===== src/rtl/fij_pkg.sv =====
package fij_pkg;

    localparam int NODE_CNT = 5;
    localparam int SEL_W    = $clog2(NODE_CNT + 1);
    localparam int DATA_IN  = 3;

    typedef enum logic [SEL_W-1:0] {
        NODE_A   = 3'd0,
        NODE_B   = 3'd1,
        NODE_C   = 3'd2,
        NODE_MID = 3'd3,
        NODE_OUT = 3'd4
    } node_e;

    typedef struct packed {
        logic force_en;
        logic force_val;
    } fault_ctl_t;

    localparam fault_ctl_t CTL_IDLE = '{force_en: 1'b0, force_val: 1'b0};

    function automatic logic nand_or_eval(input logic a, input logic b, input logic c);
        return (~(a & b)) | c;
    endfunction

    function automatic logic level_of(input logic stuck_one);
        return stuck_one ? 1'b1 : 1'b0;
    endfunction

endpackage


===== src/rtl/fij_select_decode.sv =====
module fij_select_decode
    import fij_pkg::*;
(
    input  logic                            fault_on,
    input  logic                            stuck_high,
    input  logic [SEL_W-1:0]                node_sel,
    output fault_ctl_t [NODE_CNT-1:0]       ctl
);
    for (genvar i = 0; i < NODE_CNT; i++) begin : g_node
        always_comb begin
            ctl[i] = CTL_IDLE;
            if (fault_on && (node_sel == SEL_W'(i))) begin
                ctl[i].force_en  = 1'b1;
                ctl[i].force_val = stuck_high;
            end
        end
    end
endmodule


===== src/rtl/fij_force_point.sv =====
module fij_force_point
    import fij_pkg::*;
(
    input  logic       d,
    input  fault_ctl_t ctl,
    output logic       q
);
    logic forced_level;

    always_comb begin
        forced_level = level_of(ctl.force_val);
        q            = ctl.force_en ? forced_level : d;
    end
endmodule


===== src/rtl/fij_nand_or_core.sv =====
module fij_nand_or_core
    import fij_pkg::*;
(
    input  logic [DATA_IN-1:0]        din,
    input  fault_ctl_t [NODE_CNT-1:0] ctl,
    output logic                      y
);
    logic [DATA_IN-1:0] din_f;
    logic               mid_raw;
    logic               mid_f;
    logic               out_raw;

    for (genvar i = 0; i < DATA_IN; i++) begin : g_in
        fij_force_point i_fp (
            .d   (din[i]),
            .ctl (ctl[i]),
            .q   (din_f[i])
        );
    end

    always_comb mid_raw = ~(din_f[NODE_A] & din_f[NODE_B]);

    fij_force_point i_fp_mid (
        .d   (mid_raw),
        .ctl (ctl[NODE_MID]),
        .q   (mid_f)
    );

    always_comb out_raw = mid_f | din_f[NODE_C];

    fij_force_point i_fp_out (
        .d   (out_raw),
        .ctl (ctl[NODE_OUT]),
        .q   (y)
    );
endmodule


===== src/rtl/fij_stuck_at_wrap.sv =====
module fij_stuck_at_wrap
    import fij_pkg::*;
(
    input  logic             a_in,
    input  logic             b_in,
    input  logic             c_in,
    input  logic             fault_on,
    input  logic             stuck_high,
    input  logic [SEL_W-1:0] node_sel,
    output logic             out_dut,
    output logic             out_ref
);
    fault_ctl_t [NODE_CNT-1:0] ctl;
    logic [DATA_IN-1:0]        din;

    always_comb begin
        din         = '0;
        din[NODE_A] = a_in;
        din[NODE_B] = b_in;
        din[NODE_C] = c_in;
    end

    fij_select_decode i_dec (
        .fault_on   (fault_on),
        .stuck_high (stuck_high),
        .node_sel   (node_sel),
        .ctl        (ctl)
    );

    fij_nand_or_core i_core (
        .din (din),
        .ctl (ctl),
        .y   (out_dut)
    );

    always_comb out_ref = nand_or_eval(a_in, b_in, c_in);
endmodule


===== config.mk =====
export PLATFORM = sky130hd
export DESIGN_NAME = fij_stuck_at_wrap
export DESIGN_NICKNAME = d
export VERILOG_FILES = /design/src/rtl/fij_pkg.sv /design/src/rtl/fij_select_decode.sv /design/src/rtl/fij_force_point.sv /design/src/rtl/fij_nand_or_core.sv /design/src/rtl/fij_stuck_at_wrap.sv
export SDC_FILE = /design/constraint.sdc
export NUM_CORES = 1
export LEC_CHECK = 0
export BUFFER_PORTS_ARGS = -buffer_cell sky130_fd_sc_hd__clkbuf_2
export CORE_AREA = 8 8 45 47
export DETAILED_ROUTE_END_ITERATION = 10
export DIE_AREA = 0 0 53 55
export GPL_ROUTABILITY_DRIVEN = 1
export MAX_ROUTING_LAYER = met4
export PLACE_DENSITY = 0.39
export RECOVER_POWER = 50
export SETUP_SLACK_MARGIN = 0.2
export SLEW_MARGIN = 25
export SYNTH_ARGS = -nofsm -noshare
export SYNTH_HDL_FRONTEND = slang
export SYNTH_HIERARCHICAL = 1
export SYNTH_SLANG_ARGS = --single-unit

===== constraint.sdc =====
create_clock -name vclk -period 3
set_input_delay 0.75 -clock vclk [all_inputs]
set_output_delay 0.75 -clock vclk [all_outputs]
set_load 0.03 [all_outputs]

=== After elaboration in Yosys (flattened, before gate mapping) ===
Cells that the tools add are included.

* Equal/unequal tests: 4
* Muxes and demuxes: 15
* Bitwise operators: 6
* Reduce and logical (&&, ||, !) cells: 6

{| class="wikitable"
|+ Operators by type and width
! cell !! number
|-
| 1-bit two-way mux || 10
|-
| 2-bit two-way mux || 5
|-
| 3-bit by 2-bit equality test with 1-bit output (second input constant) || 2
|-
| 1-bit logical AND || 5
|-
| 3-bit by 1-bit equality test with 1-bit output (second input constant) || 1
|-
| 3-bit equality test (second input constant) || 1
|-
| 3-bit logical NOT || 1
|-
| 1-bit AND || 2
|-
| 1-bit NOT || 2
|-
| 1-bit OR || 2
|}

* Bits in registers: 0
* Output and inout port bits: 2
* Logic and storage cells: 31

=== Longest topological paths before layout ===
* Word-level depth: 10
* Depth in mapped cells: 7
* Mapped depth without buffers: 7

=== Modules after synthesis ===
The synthesis kept the hierarchy.

{| class="wikitable"
|+ By module, submodules not included
! module !! instances !! cells an instance !! area each (µm²)
|-
| fij_select_decode || 1 || 16 || 86.3
|-
| fij_force_point || 5 || 1 || 15.0
|-
| fij_nand_or_core || 1 || 2 || 10.0
|-
| fij_stuck_at_wrap || 1 || 1 || 7.5
|}

=== Least setup slack after synthesis ===
Ideal clock, no wire load.

* Path kind: in2out
* Start: input port node_sel[2]
* End: output port out_dut
* Arrival: 2.088 ns
* Data required time: 2.250 ns
* Setup slack: 0.162 ns
* Stages: 7
* Path through: nand2b_1 > nor3_1 > mux2_4 > nand2_1 > mux2_4 > or2_1 > mux2_4

{| class="wikitable"
|+ RTL lines
! element !! RTL line !! source
|-
| start: declaration || fij_stuck_at_wrap.sv:9 || <nowiki>input logic [SEL_W-1:0] node_sel,</nowiki>
|-
| end: declaration || fij_stuck_at_wrap.sv:10 || <nowiki>output logic out_dut,</nowiki>
|}

==> reports/qor.csv <==
metric;value;unit
CP startpoint;node_sel[2];
FILL cells;151;
post-DR wirelength/cell;9.42;um
Syn. warnings;6;
CP delay by family, top;multiplexers;
Initial DRT Pass Iterations;4;
FMAX;0.330;GHz
CP max-delay cell;mux2_4;
critical path class;input port to primary output;
Core Area;1380;um^2
clock buffers;0;
worst path bufs/invs;2;
Hold Path Class;input port to primary output;
final setup margin;-0.0327;ns
VDD IR max;0.0000262;V
Worst Path Required;2.25;ns
CP Depth;9;
Multi-input gate area;191;um^2
worst-margin pin slew;0.372;ns
fin. max-slew vios;0;
Final period util;101;%
Final Util;20.6;%
Mapped Nets;32;
Setup-failing EPs final;1;
minimum clock period;3.03;ns
RSZ-0062 raised after global routing;true;
DR vias;204;
Vias/cell;3.92;
Critical Path Most Common Cell;mux2_4;
post-synthesis cell count;24;
HPWL Detailed;410;um
Reg area;0;um^2
Finished Layout Cells;52;
drt total wl;490;um
io pins;10;
Area Overhead vs Synth;59.4;%
Seq Cell Count;0;
crit path launch type;input port;
Die Wd;53;um
CP peak stage delay;0.28;ns
status;finished, violations left;
Critical Path AT;2.28;ns
initial core utilization;12.9;%
# diodes;0;
setup TNS;-0.0327;ns
CP endpoint;out_dut;
failing checks;negative setup slack;
Mapped Area;179;um^2
# port buffers;10;
Leakage;0.133;nW
Post-Place Setup Slack;-0.0755;ns
PwrDens;119;nW/um^2
CP Capture Type;primary output;
# DRC;0;
DRT antenna net count;0;
syn_area_per_cell;7.46;um^2
maximum fanout along the worst path;4;
placed cell area;269;um^2
GR Util All Layers;3.20;%
Final Hold Vio Count;0;
row cnt;14;
first-pass GRT wire length;752;um
number of global-route vias before repair;180;
share of layout cells above drive strength 1;52.8;%
max cap viols;0;
GP Congestion;0.709;
final instance area;285;um^2
Die H;55;um
grt total ovfl;0;
worst-path cell chain;clkbuf_2 -> nand3b_1 -> nor3_2 -> mux2_4 -> nand2_1 -> mux2_4 -> or2_1 -> mux2_4 -> buf_8;
Cell variety after synth;10;
Detailed Route Iter0 Violations;3;
die area;2920;um^2
Placed Cells;52;
Slew HR;75.3;%
post-synthesis sequential area ratio;0;%
largest net degree at the start of global routing;7;
# nets final;46;
initial antenna violation count;0;
-- worst min-delay path: stages --
cell and delay (ns):
clkbuf_2 0.09, nand3b_1 0.07, clkbuf_1 0.21
-- how the worst min path moves through the flow --
stage | startpoint | endpoint | slack [ns] | depth (start not counted)
2_1_floorplan | b_in | out_ref | 1.74 | 1
3_3_place_gp | b_in | out_ref | 1.85 | 3
3_5_place_dp | b_in | out_ref | 1.85 | 3
4_1_cts | b_in | out_ref | 1.85 | 3
5_1_grt | b_in | out_ref | 1.91 | 3
6_report | b_in | out_ref | 1.87 | 3
-- repair_timing --
item	CTS	global route
setup endpoints to repair	1	1
setup buffers	0	0
hold buffers	0	0
resized for setup	3	1
-- Yosys cell counts --
| cell | number | area share (%) |
|---|---|---|
| and3_1 | 1 | 3.5 |
| or2_1 | 1 | 3.5 |
| and4_1 | 1 | 4.9 |
| nor2_1 | 7 | 15 |
| nor3_2 | 1 | 5.6 |
| nand2_1 | 2 | 4.2 |
| nand2b_1 | 3 | 10 |
| mux2_4 | 5 | 42 |
| nand3b_1 | 2 | 8.4 |
| nor3_1 | 1 | 2.8 |
-- logic make-up after synthesis --
| family | count (synthesis) | share of synthesized area [%] |
|---|---|---|
| and+or+nand+nor | 19 | 58.0 |
| muxes | 5 | 42.0 |
-- routing by layer --
metal	share of wire (%)	GRT usage, %
met5	0	-
met4	0	0
met2	48	5.27
met3	8.8	0.267
met1	43	4.37
-- layout by cell type (no fill, tap or decap), drive strengths merged --
master,instances
nand2b,3
mux2,5
and3,1
buf,3
clkbuf,9
nor3,2
nor2,7
nand3b,2
and4,1
nand2,2
or2,1
-- report_power, final --
group          leakage (nW)  internal [mW]  switching [mW]  total, mW
Sequential                0              0               0          0
Combinational         0.133         0.0186          0.0154     0.0340
Clock                     0              0               0          0
-- layout make-up --
type / instances / area share [%]
timing repair buffer: 12 / 25.9
multi-input combinational: 24 / 67.1
tap: 16 / 7.02
-- through the flow --
stage	hold WS (ns)	power (mW)
2_1_floorplan	1.74	0.0176
3_3_place_gp	1.85	0.0306
3_5_place_dp	1.85	0.0305
4_1_cts	1.85	0.0335
5_1_grt	1.91	0.0368
6_report	1.87	0.0340
(Power assumes the default switching activity.)
